==> src/rtl/cfgbus_pkg.sv <==
package cfgbus_pkg;
  localparam int NREG = 8;
  localparam int BW = 8;
  localparam int STRAP_W = 4;
  localparam int LVL_W = 5;
  localparam logic [BW-2:0] DEV_ADDR = 7'h69;
  localparam logic [BW-1:0] ID_BYTE = 8'h29;
  localparam logic [BW-1:0] COUNT_VAL = 8'd8;
  localparam logic [NREG*BW-1:0] WMASK =
    {8'h00, 8'hC1, 8'h0F, 8'hFF, 8'hFF, 8'hFF, 8'hFF, 8'hFF};
  localparam logic [NREG*BW-1:0] DFLT =
    {8'h00, 8'h00, 8'h0F, 8'hFF, 8'hFF, 8'hFF, 8'hFF, 8'h00};

  typedef enum logic [2:0] {
    L_IDLE, L_RX, L_RX_ACK, L_TX, L_TX_ACK
  } link_st_e;

  typedef enum logic [1:0] {
    SG_ADDR, SG_CMD, SG_CNT, SG_DATA
  } stage_e;
endpackage

==> src/rtl/cfgbus_sync.sv <==
module cfgbus_sync (
  input  logic clk,
  input  logic rst_n,
  input  logic scl_i,
  input  logic sda_i,
  output logic sda_s,
  output logic scl_rise,
  output logic scl_fall,
  output logic start_det,
  output logic stop_det
);
  logic [2:0] scl_q, scl_n;
  logic [2:0] sda_q, sda_n;

  always_comb begin
    scl_n = {scl_q[1:0], scl_i};
    sda_n = {sda_q[1:0], sda_i};
  end

  always_ff @(posedge clk or negedge rst_n) begin
    if (!rst_n) begin
      scl_q <= 3'b111;
      sda_q <= 3'b111;
    end else begin
      scl_q <= scl_n;
      sda_q <= sda_n;
    end
  end

  always_comb begin
    sda_s     = sda_q[1];
    scl_rise  = scl_q[1] & ~scl_q[2];
    scl_fall  = ~scl_q[1] & scl_q[2];
    start_det = scl_q[1] & scl_q[2] & ~sda_q[1] & sda_q[2];
    stop_det  = scl_q[1] & scl_q[2] & sda_q[1] & ~sda_q[2];
  end

  a_r9_start_stop_exclusive: assert property (@(posedge clk) disable iff (!rst_n)
    start_det |=> !stop_det);
endmodule

==> src/rtl/cfgbus_link.sv <==
module cfgbus_link import cfgbus_pkg::*; #(
  parameter int NREG_P = NREG,
  parameter int BW_P   = BW,
  parameter logic [BW_P-2:0] ADDR_P  = DEV_ADDR,
  parameter logic [BW_P-1:0] COUNT_P = COUNT_VAL,
  localparam int AW = $clog2(NREG_P),
  localparam int PW = $clog2(NREG_P + 2),
  localparam int CW = $clog2(BW_P + 1)
) (
  input  logic            clk,
  input  logic            rst_n,
  input  logic            sda_s,
  input  logic            scl_rise,
  input  logic            scl_fall,
  input  logic            start_det,
  input  logic            stop_det,
  input  logic [BW_P-1:0] rd_data,
  output logic [AW-1:0]   rd_addr,
  output logic            wr_stb,
  output logic [AW-1:0]   wr_addr,
  output logic [BW_P-1:0] wr_data,
  output logic            sda_o,
  output logic            sda_oe
);
  link_st_e        st_q, st_n;
  stage_e          stage_q, stage_n;
  logic [CW-1:0]   bit_q, bit_n;
  logic [BW_P-1:0] sh_q, sh_n;
  logic [PW-1:0]   ptr_q, ptr_n;
  logic            rd_q, rd_n;
  logic            oe_q, oe_n;
  logic            obit_q, obit_n;
  logic            mack_q, mack_n;
  logic            stb_n;
  logic [AW-1:0]   waddr_n;
  logic [BW_P-1:0] wdata_n;
  logic [BW_P-1:0] tx_byte;

  always_comb begin
    rd_addr = ptr_q[AW-1:0] - {{(AW-1){1'b0}}, 1'b1};
    tx_byte = (ptr_q == '0) ? COUNT_P : rd_data;
  end

  always_comb begin
    st_n    = st_q;
    stage_n = stage_q;
    bit_n   = bit_q;
    sh_n    = sh_q;
    ptr_n   = ptr_q;
    rd_n    = rd_q;
    oe_n    = oe_q;
    obit_n  = obit_q;
    mack_n  = mack_q;
    stb_n   = 1'b0;
    waddr_n = wr_addr;
    wdata_n = wr_data;
    if (stop_det) begin
      st_n   = L_IDLE;
      oe_n   = 1'b0;
      obit_n = 1'b1;
    end else if (start_det) begin
      st_n    = L_RX;
      stage_n = SG_ADDR;
      bit_n   = '0;
      ptr_n   = '0;
      rd_n    = 1'b0;
      oe_n    = 1'b0;
      obit_n  = 1'b1;
    end else begin
      case (st_q)
        L_RX: begin
          if (scl_rise && (bit_q != CW'(BW_P))) begin
            sh_n  = {sh_q[BW_P-2:0], sda_s};
            bit_n = bit_q + 1'b1;
          end else if (scl_fall && (bit_q == CW'(BW_P))) begin
            if (stage_q == SG_ADDR) begin
              if (sh_q[BW_P-1:1] == ADDR_P) begin
                st_n    = L_RX_ACK;
                oe_n    = 1'b1;
                obit_n  = 1'b0;
                rd_n    = sh_q[0];
                stage_n = SG_CMD;
              end else begin
                st_n = L_IDLE;
              end
            end else begin
              st_n   = L_RX_ACK;
              oe_n   = 1'b1;
              obit_n = 1'b0;
              case (stage_q)
                SG_CMD:  stage_n = SG_CNT;
                SG_CNT:  stage_n = SG_DATA;
                default: stage_n = stage_q;
              endcase
              if ((stage_q == SG_DATA) && (ptr_q < PW'(NREG_P))) begin
                stb_n   = 1'b1;
                waddr_n = ptr_q[AW-1:0];
                wdata_n = sh_q;
                ptr_n   = ptr_q + 1'b1;
              end
            end
          end
        end
        L_RX_ACK: begin
          if (scl_fall) begin
            bit_n = '0;
            if (rd_q) begin
              st_n   = L_TX;
              sh_n   = tx_byte;
              obit_n = tx_byte[BW_P-1];
              ptr_n  = ptr_q + 1'b1;
            end else begin
              st_n   = L_RX;
              oe_n   = 1'b0;
              obit_n = 1'b1;
            end
          end
        end
        L_TX: begin
          if (scl_rise) begin
            bit_n = bit_q + 1'b1;
          end else if (scl_fall) begin
            if (bit_q == CW'(BW_P)) begin
              st_n   = L_TX_ACK;
              oe_n   = 1'b0;
              obit_n = 1'b1;
            end else begin
              sh_n   = {sh_q[BW_P-2:0], 1'b0};
              obit_n = sh_q[BW_P-2];
            end
          end
        end
        L_TX_ACK: begin
          if (scl_rise) begin
            mack_n = ~sda_s;
          end else if (scl_fall) begin
            if (mack_q && (ptr_q <= PW'(NREG_P))) begin
              st_n   = L_TX;
              bit_n  = '0;
              sh_n   = tx_byte;
              oe_n   = 1'b1;
              obit_n = tx_byte[BW_P-1];
              ptr_n  = ptr_q + 1'b1;
            end else begin
              st_n = L_IDLE;
            end
          end
        end
        default: begin
          st_n = L_IDLE;
        end
      endcase
    end
  end

  always_ff @(posedge clk or negedge rst_n) begin
    if (!rst_n) begin
      st_q    <= L_IDLE;
      stage_q <= SG_ADDR;
      bit_q   <= '0;
      sh_q    <= '0;
      ptr_q   <= '0;
      rd_q    <= 1'b0;
      oe_q    <= 1'b0;
      obit_q  <= 1'b1;
      mack_q  <= 1'b0;
      wr_stb  <= 1'b0;
      wr_addr <= '0;
      wr_data <= '0;
    end else begin
      st_q    <= st_n;
      stage_q <= stage_n;
      bit_q   <= bit_n;
      sh_q    <= sh_n;
      ptr_q   <= ptr_n;
      rd_q    <= rd_n;
      oe_q    <= oe_n;
      obit_q  <= obit_n;
      mack_q  <= mack_n;
      wr_stb  <= stb_n;
      wr_addr <= waddr_n;
      wr_data <= wdata_n;
    end
  end

  always_comb begin
    sda_o  = obit_q;
    sda_oe = oe_q;
  end

  // the driver is off whenever the link is idle
  a_r10_idle_released: assert property (@(posedge clk) disable iff (!rst_n)
    (st_q == L_IDLE) |-> !oe_q);
  // only data-stage bytes of a write reach the register bank
  a_r2_commit_in_data_stage: assert property (@(posedge clk) disable iff (!rst_n)
    wr_stb |-> ((stage_q == SG_DATA) && !rd_q));
  // transmission happens only in a read transfer
  a_r5_tx_only_reading: assert property (@(posedge clk) disable iff (!rst_n)
    (st_q == L_TX) |-> rd_q);
  // the write pointer never passes the end of the bank
  a_r4_ptr_bounded: assert property (@(posedge clk) disable iff (!rst_n)
    !rd_q |-> (ptr_q <= PW'(NREG_P)));
endmodule

==> src/rtl/cfgbus_regs.sv <==
module cfgbus_regs import cfgbus_pkg::*; #(
  parameter int NREG_P = NREG,
  parameter int BW_P   = BW,
  parameter logic [NREG_P*BW_P-1:0] WMASK_P = WMASK,
  parameter logic [NREG_P*BW_P-1:0] DFLT_P  = DFLT,
  localparam int AW = $clog2(NREG_P)
) (
  input  logic                   clk,
  input  logic                   rst_n,
  input  logic                   we,
  input  logic [AW-1:0]          waddr,
  input  logic [BW_P-1:0]        wdata,
  output logic [NREG_P*BW_P-1:0] stored
);
  for (genvar r = 0; r < NREG_P; r++) begin : g_row
    logic row_en;
    always_comb row_en = we && (waddr == AW'(r));
    for (genvar b = 0; b < BW_P; b++) begin : g_bit
      if (WMASK_P[r*BW_P+b]) begin : g_rw
        logic q_r;
        always_ff @(posedge clk or negedge rst_n) begin
          if (!rst_n) begin
            q_r <= DFLT_P[r*BW_P+b];
          end else if (row_en) begin
            q_r <= wdata[b];
          end
        end
        assign stored[r*BW_P+b] = q_r;
      end else begin : g_ro
        assign stored[r*BW_P+b] = 1'b0;
      end
    end
  end

  // stored bits change only under a write strobe
  a_r3_hold_without_strobe: assert property (@(posedge clk) disable iff (!rst_n)
    !we |=> $stable(stored));
endmodule

==> src/rtl/cfgbus_slave.sv <==
module cfgbus_slave import cfgbus_pkg::*; (
  input  logic                 clk,
  input  logic                 rst_n,
  input  logic                 scl_i,
  input  logic                 sda_i,
  output logic                 sda_o,
  output logic                 sda_oe,
  input  logic [STRAP_W-1:0]   strap_i,
  input  logic [LVL_W-1:0]     pin_lvl_i,
  output logic [NREG*BW-1:0]   cfg_o
);
  localparam int AW = $clog2(NREG);

  logic [1:0]         rst_q;
  logic               rst_core_n;
  logic               sda_s, scl_rise, scl_fall, start_det, stop_det;
  logic [AW-1:0]      rd_addr, wr_addr;
  logic [BW-1:0]      rd_data, wr_data;
  logic               wr_stb;
  logic [NREG*BW-1:0] stored;
  logic [NREG*BW-1:0] ro_val;

  always_ff @(posedge clk or negedge rst_n) begin
    if (!rst_n) rst_q <= 2'b00;
    else        rst_q <= {rst_q[0], 1'b1};
  end
  assign rst_core_n = rst_q[1];

  cfgbus_sync u_sync (
    .clk(clk), .rst_n(rst_core_n), .scl_i(scl_i), .sda_i(sda_i),
    .sda_s(sda_s), .scl_rise(scl_rise), .scl_fall(scl_fall),
    .start_det(start_det), .stop_det(stop_det)
  );

  cfgbus_link u_link (
    .clk(clk), .rst_n(rst_core_n), .sda_s(sda_s),
    .scl_rise(scl_rise), .scl_fall(scl_fall),
    .start_det(start_det), .stop_det(stop_det),
    .rd_data(rd_data), .rd_addr(rd_addr),
    .wr_stb(wr_stb), .wr_addr(wr_addr), .wr_data(wr_data),
    .sda_o(sda_o), .sda_oe(sda_oe)
  );

  cfgbus_regs u_regs (
    .clk(clk), .rst_n(rst_core_n), .we(wr_stb),
    .waddr(wr_addr), .wdata(wr_data), .stored(stored)
  );

  always_comb begin
    ro_val = '0;
    ro_val[NREG*BW-1 -: BW] = ID_BYTE;
    ro_val[5*BW+4 +: STRAP_W] = strap_i;
    ro_val[6*BW+1 +: LVL_W] = pin_lvl_i;
    cfg_o = stored | ro_val;
  end

  assign rd_data = cfg_o[rd_addr*BW +: BW];

  // the identification byte never moves
  a_r7_id_fixed: assert property (@(posedge clk) disable iff (!rst_core_n)
    cfg_o[NREG*BW-1 -: BW] == ID_BYTE);
endmodule

==> config.mk <==
export PLATFORM = sky130hd
export DESIGN_NAME = cfgbus_slave
export DESIGN_NICKNAME = d
export VERILOG_FILES = /design/src/rtl/cfgbus_pkg.sv /design/src/rtl/cfgbus_sync.sv /design/src/rtl/cfgbus_link.sv /design/src/rtl/cfgbus_regs.sv /design/src/rtl/cfgbus_slave.sv
export SDC_FILE = /design/constraint.sdc
export NUM_CORES = 1
export LEC_CHECK = 0
export BUFFER_PORTS_ARGS = -buffer_cell sky130_fd_sc_hd__buf_2
export CORE_UTILIZATION = 30
export CTS_CLUSTER_SIZE = 12
export DETAILED_ROUTE_END_ITERATION = 8
export SLEW_MARGIN = 20
export SYNTH_ARGS = -nofsm -noshare
export SYNTH_HDL_FRONTEND = slang
export SYNTH_SLANG_ARGS = --single-unit
export TNS_END_PERCENT = 50
==> constraint.sdc <==
create_clock -name clk -period 3.53 [get_ports clk]
set_clock_uncertainty 0.05 [all_clocks]
set_input_delay 0.353 -clock clk [delete_from_list [all_inputs] [get_ports clk]]
set_output_delay 0.353 -clock clk [all_outputs]
set_load 0.01 [all_outputs]
==> results of run 1 <==
==> cell usage after synthesis (all sizes together), types with 3 or more instances <==
cell | instances | area [sq um]
xnor2 | 3 | 26.3
nand2 | 30 | 113
a211oi | 7 | 70.1
inv | 16 | 60.1
nor3 | 5 | 25.0
nor3b | 4 | 40.0
dfstp | 43 | 1130
and3 | 4 | 26.3
mux2 | 68 | 807
a221oi | 5 | 61.3
nor2 | 11 | 41.3
a21oi | 14 | 70.1
or3b | 3 | 28.8
nand2b | 6 | 45.0
nand3 | 4 | 20.0
mux2i | 8 | 80.1
buf | 72 | 551
o22ai | 3 | 18.8
a211o | 3 | 27.5
clkbuf | 10 | 57.6
nor2b | 5 | 38.8
o41ai | 4 | 42.6
nand4b | 6 | 52.6
mux4 | 8 | 180
dfrtp | 49 | 1230
ha | 8 | 100
a31oi | 3 | 18.8
o21ai | 17 | 96.3
o211ai | 3 | 22.5
==> per-stage QoR <==
stage,power (mW),instance area (sq um)
6_report,3.58,5850
5_1_grt,3.80,5850
4_1_cts,3.60,5850
3_5_place_dp,2.60,5530
3_3_place_gp,2.57,5530
2_1_floorplan,2.31,5440
==> cell usage in the layout, fill, tap and decap left out, types with 4 or more instances in the layout <==
| cell | synthesis | layout |
|---|---|---|
| ha_1 | 8 | 8 |
| o21ai_0 | 13 | 13 |
| mux2_2 | 55 | 55 |
| a221oi_1 | 4 | 4 |
| nand3_1 | 4 | 4 |
| clkbuf_8 | 2 | 5 |
| dfrtp_1 | 49 | 48 |
| a211oi_1 | 5 | 5 |
| nand4b_1 | 6 | 6 |
| nand2_1 | 30 | 30 |
| mux4_2 | 8 | 8 |
| buf_4 | 64 | 8 |
| mux2i_1 | 8 | 8 |
| buf_2 | 2 | 70 |
| conb_1 | 2 | 9 |
| nand2b_1 | 5 | 5 |
| nor3_1 | 5 | 5 |
| dfstp_2 | 43 | 43 |
| a21oi_1 | 14 | 14 |
| nor2b_1 | 4 | 4 |
| mux2_4 | 11 | 11 |
| inv_1 | 16 | 16 |
| nor2_1 | 11 | 11 |
| clkbuf_16 | 0 | 9 |
==> how the worst min path moves through the flow <==
stage | startpoint | to | cells past startpoint
final | sda_i | u_sync.sda_q[0] | 1
after global placement | rst_n | rst_q[0] | 1
after global routing | scl_i | u_sync.scl_q[0] | 1
after floorplan | rst_n | rst_q[0] | 0
after CTS | sda_i | u_sync.sda_q[0] | 1
after detailed placement | rst_n | rst_q[0] | 1
==> per-layer routing <==
metal | global-route usage [%] | up-vias
met5 | 0 | -
met4 | 6.36 | 0
met3 | 3.36 | 18
met2 | 24.5 | 93
met1 | 18.5 | 1815
li1 | - | 1636
==> flip-flops by register name (all words and copies together) (netlist names) <==
signal                       count
rst_q                            2
u_link.bit_q                     4
u_link.mack_q                    1
u_link.ptr_q                     4
u_link.rd_q                      1
u_link.sda_o                     1
u_link.sda_oe                    1
u_link.sh_q                      8
u_link.st_q                      3
u_link.stage_q                   2
u_link.wr_addr                   3
u_link.wr_data                   8
u_link.wr_stb                    1
u_regs.g_row.g_bit.g_rw.q_r     47
u_sync.scl_q                     3
u_sync.sda_q                     3
==> where the power goes <==
group          leakage, nW  internal, mW  switching, mW  total (mW)
registers             1.09          1.17          0.150        1.32
clock network        0.155         0.576          0.409       0.985
logic                 1.43         0.561          0.714        1.28
==> cell families after synthesis <==
kind of cell | Yosys count | synth area share [%]
buffers and inverters | 98 | 12.3
and+or+nand+nor | 94 | 10.5
DFF | 92 | 43.5
muxes | 84 | 19.7
AOI/OAI and AO/OA | 80 | 11.4
adders and majority gates | 8 | 1.85
xor gates and xnor gates | 4 | 0.647
other | 2 | 0.139
==> area by class of cell <==
cell class	count	area, sq um	share of cell area [%]
multi-input cells	279	2420	41.4
flip-flops and latches	92	2360	40.4
repair buffers	79	420	7.19
clock buffers	14	294	5.03
well taps	225	282	4.81
inverters	16	60.1	1.03
clock inverters	2	13.8	0.235
==> worst reg2reg max path: cells and delay by family, from the launching register on <==
kind / cells / cell delay (ns)
muxes: 2 / 0.66
xor gates and xnor gates: 1 / 0.60
DFF: 1 / 0.38
AOI/OAI and AO/OA: 1 / 0.30
adders and majority gates: 1 / 0.23
and+or+nand+nor: 1 / 0.22
buffers and inverters: 1 / 0.16
==> what timing repair did <==
item | CTS | global route
hold endpoints to repair | 2 | 0
setup endpoints to repair | 0 | 0
hold buffers | 1 | 0
==> flow_summary.json, run 1 <==
{
  "rsz0062_at_grt": "no",
  "wl_met1_mm": 5.51,
  "setup_viol": 0,
  "syn_inst": 462,
  "cts-root-buf": "clkbuf_16",
  "path_clk_slew_ns": 0.06,
  "yosys_warnings": 0,
  "ys_seq_area_share_pct": 43.5,
  "fin_hold_ws_ns": 0.0534,
  "ys.flop_type": "dfrtp_1",
  "worst_slack_ns": 0.822,
  "cp_num_cells": 7,
  "status": "completed",
  "cts_resized": 0,
  "syn_area_sq_um": 5420,
  "path_delay_family": "multiplexers",
  "dieHeight_um": 136,
  "first_global_vias": 3639,
  "criticalPathCategory": "register to register",
  "drive_gt1_share_pct": 48.5,
  "fin_tns_setup_ns": 0,
  "dpl.hpwl_mm": 9.50,
  "cp.required_ns": 3.71,
  "die_x_um": 136,
  "worstMarginPinSlew_ns": 0.997,
  "cpPeakStageDelay_ns": 0.60,
  "core-area_sq_um": 17500,
  "cp_cell_sequence": "inv_1 > ha_1 > xor2_1 > mux4_2 > and3_2 > a311o_2 > mux2_4",
  "post-route-util_pct": 33.5,
  "insertion_delay_ns": 0.35,
  "grt_usage_pct": 14.8,
  "path_buf_inv": 1,
  "worst-endpoint-arrival_ns": 2.89,
  "critPathLaunchType": "register",
  "numCtsBuffers": 9,
  "path_max_fanout": 9,
  "routed.top_layer": "met4",
  "p_leak_nw": 2.67,
  "fmax_mhz": 369,
  "antenna_cells": 0,
  "layoutNonFillerInstCount": 707,
  "antenna_found_initial": 0,
  "vias": 3562,
  "yosysUniqueCellTypes": 77,
  "maxSlewViolCount": 0,
  "hold_viol": 0,
  "clockBufferDepth": 2,
  "syn2layout_area_growth_pct": 7.97,
  "maxCapViolCount": 0,
  "fillers": 1729,
  "drc": 0,
  "firstDrtPassIters": 5,
  "grt_pass1_wl_mm": 20.6,
  "detail-route-antenna-nets": 0,
  "initial_core_util_pct": 31.0,
  "cts_tree": "done",
  "port-buffer-count": 70,
  "cts-htree-levels": 3,
  "routed_wl_mm": 13.1,
  "synth_edf_count": 0,
  "vdd_drop_max_uv": 229,
  "die_area_sq_um": 18600,
  "cellPowerDensity_nw_per_um2": 612,
  "ys_ff_latch": 92,
  "gp_congestion": 0.866,
  "r2r_cells": 7,
  "wire_per_inst_um": 18.5,
  "period_needed_ns": 2.71,
  "worstSetupEndpointType": "register",
  "crit-reg2reg-capture": "u_link.sh_q[0]",
  "wl_met2_mm": 6.62,
  "numClockSinks": 92,
  "io_pins": 79,
  "hold_class": "input pin to register",
  "fin_crit_sh_pct": 76.7,
  "dp_worst_setup_slack_ns": 0.827,
  "nets": 498,
  "ff2ff_setup_slack_ns": 0.82,
  "drt_iter0_drc": 322,
  "crit_path_end": "u_link.sh_q[0]",
  "crit_start": "u_link.ptr_q[0]",
  "wl_met3_um": 627,
  "synthArstFlopShare_pct": 100,
  "fp-row-count": 48,
  "overflow": 0,
  "synth.avg_cell_area_sq_um": 11.7,
  "grt_max_degree": 68,
  "cpMaxStageDelayCell": "xor2_1",
  "reg2reg_from": "u_link.ptr_q[0]",
  "relSlewSlack_pct": 33.2,
  "via_per_inst": 5.04,
  "cts_setup_buffers": 0,
  "placed_cells": 690
}
Note: power is estimated with default switching activity, not from simulation.
==> run 2: changes to the inputs <==
==> constraint.sdc (replaced) <==
create_clock -name clk -period 2.4 [get_ports clk]
set_clock_uncertainty 0.05 [all_clocks]
set_input_delay 0.24 -clock clk [delete_from_list [all_inputs] [get_ports clk]]
set_output_delay 0.24 -clock clk [all_outputs]
set_load 0.01 [all_outputs]
==> run 2 against run 1 <==
Net effect: sequential cell count is the same; total power grew 56%; die area is the same; fmax grew 16%; critical endpoint is now u_link.sda_o; worst setup slack lost 0.76 ns; sequential share of layout area shrank 1.7 points; critical path depth is the same.
==> flow_summary.json, run 2 (same netlist as run 1, synthesis figures left out) <==
{
  "vias": 3719,
  "fp-row-count": 48,
  "first_global_vias": 3763,
  "nets": 529,
  "port-buffer-count": 70,
  "hold_class": "input pin to asynchronous set/reset pin",
  "critPathLaunchType": "register",
  "worstSetupEndpointType": "register",
  "reg2reg_from": "u_link.st_q[1]",
  "initial_core_util_pct": 31.0,
  "rsz0062_at_grt": "yes",
  "cts-root-buf": "clkbuf_16",
  "firstDrtPassIters": 4,
  "fin_crit_sh_pct": 97.3,
  "die_area_sq_um": 18600,
  "vdd_drop_max_uv": 394,
  "largest-register": "u_regs.g_row.g_bit.g_rw.q_r",
  "via_per_inst": 5.04,
  "insertion_delay_ns": 0.36,
  "worst_slack_ns": 0.0644,
  "numClockSinks": 92,
  "syn2layout_area_growth_pct": 12.8,
  "die_x_um": 136,
  "dpl.hpwl_mm": 9.81,
  "antenna_cells": 0,
  "io_pins": 79,
  "routed_wl_mm": 13.1,
  "dieHeight_um": 136,
  "crit_start": "u_link.st_q[1]",
  "path_max_fanout": 9,
  "worstMarginPinSlew_ns": 0.701,
  "clockBufferDepth": 2,
  "criticalPathCategory": "register to register",
  "drc": 0,
  "detail-route-antenna-nets": 0,
  "wire_per_inst_um": 17.8,
  "layout_commonest_cell": "buf_2",
  "hold_viol": 0,
  "fmax_mhz": 428,
  "period_needed_ns": 2.34,
  "dp_worst_setup_slack_ns": 0.0952,
  "crit-reg2reg-capture": "u_link.sda_o",
  "status": "completed",
  "maxCapViolCount": 0,
  "overflow": 0,
  "core-area_sq_um": 17500,
  "path_clk_slew_ns": 0.06,
  "antenna_found_initial": 0,
  "cts-htree-levels": 3,
  "cts_setup_buffers": 0,
  "grt_max_degree": 41,
  "cts_tree": "done",
  "ff2ff_setup_slack_ns": 0.06,
  "totalPowerFinal_mw": 5.57,
  "layoutNonFillerInstCount": 738,
  "drive_gt1_share_pct": 51.3,
  "mostFrequentLayoutCells": "70 x buf_2, 55 x mux2_2, 48 x dfrtp_1",
  "largestRegisters": "u_regs.g_row.g_bit.g_rw.q_r: 47 flops, u_link.sh_q: 8 flops, u_link.wr_data: 8 flops",
  "placed_cells": 719,
  "relSlewSlack_pct": 53.1,
  "gp_congestion": 0.867,
  "crit_path_end": "u_link.sda_o",
  "largest_reg_flops": 47,
  "drt_iter0_drc": 209,
  "fin_tns_setup_ns": 0,
  "maxSlewViolCount": 0,
  "grt_usage_pct": 15.2,
  "grt_pass1_wl_mm": 21.1,
  "r2r_cells": 7,
  "cellPowerDensity_nw_per_um2": 911,
  "setup_viol": 0,
  "worst-endpoint-arrival_ns": 2.58,
  "cp.required_ns": 2.64,
  "p_leak_nw": 2.84,
  "numCtsBuffers": 9
}
[run 2: cell count changes in the layout (fill, tap and decap cells not counted), moves of 2 or more]
| cell | change |
|---|---|
| clkbuf_8 | -5 |
| buf_4 | +27 |
| buf_12 | +2 |
| clkbuf_1 | +2 |
| dlygate4sd3_1 | +2 |
[run 2: final cells by class]
cell class,count,area [sq um]
clock buffers,11,233
well taps,225,282
inverters,16,60.1
multi-input cells,279,2440
repair buffers,110,683
clock inverters,5,57.6
fillers,1715,11400
flip-flops and latches,92,2360
[run 2: where the power goes]
group | internal, mW | switching (mW)
sequential | 1.72 | 0.177
combinational | 1.05 | 1.18
clock | 0.813 | 0.630
total | 3.58 | 1.99
[run 2: what timing repair did]
action / CTS / global route
hold buffers: 3 / 0
endpoints found under the hold margin: 4 / 0
resized for setup: 0 / 2
setup endpoints to repair: 0 / 3
[run 2: critical path, stage by stage (launching register included)]
cell and delay [ns]:
dfrtp_1 0.50, buf_4 0.20, or2b_2 0.32, a221oi_4 0.46, buf_4 0.22, o221ai_1 0.17, o31ai_1 0.15, o32a_1 0.20
[run 2: worst min-delay path by stage]
stage | end | slack [ns] | cells past startpoint
2_1_floorplan | rst_q[0] | -0.11 | 0
3_3_place_gp | rst_q[0] | -0.02 | 1
3_5_place_dp | rst_q[0] | -0.02 | 1
4_1_cts | rst_q[1] | 0.15 | 2
5_1_grt | rst_q[1] | 0.16 | 2
6_report | rst_q[1] | 0.15 | 2
[run 2: layer usage]
metal,wire length [um],vias to the layer above,GRT usage [%]
li1,-,1692,-
met1,6320,1887,20.8
met2,5880,114,23.0
met3,540,26,2.72
met4,365,0,7.35
met5,0,-,0
[run 2: per-stage QoR]
step                hold slack [ns]  instance area [sq um]  utilization, %
floorplan                    -0.106                   5460               -
CTS                           0.148                   6090            34.9
detailed placement          -0.0207                   5770            33.0
global route                  0.164                   6110            35.0
finish                        0.150                   6110            35.0
global placement            -0.0212                   5770            33.0
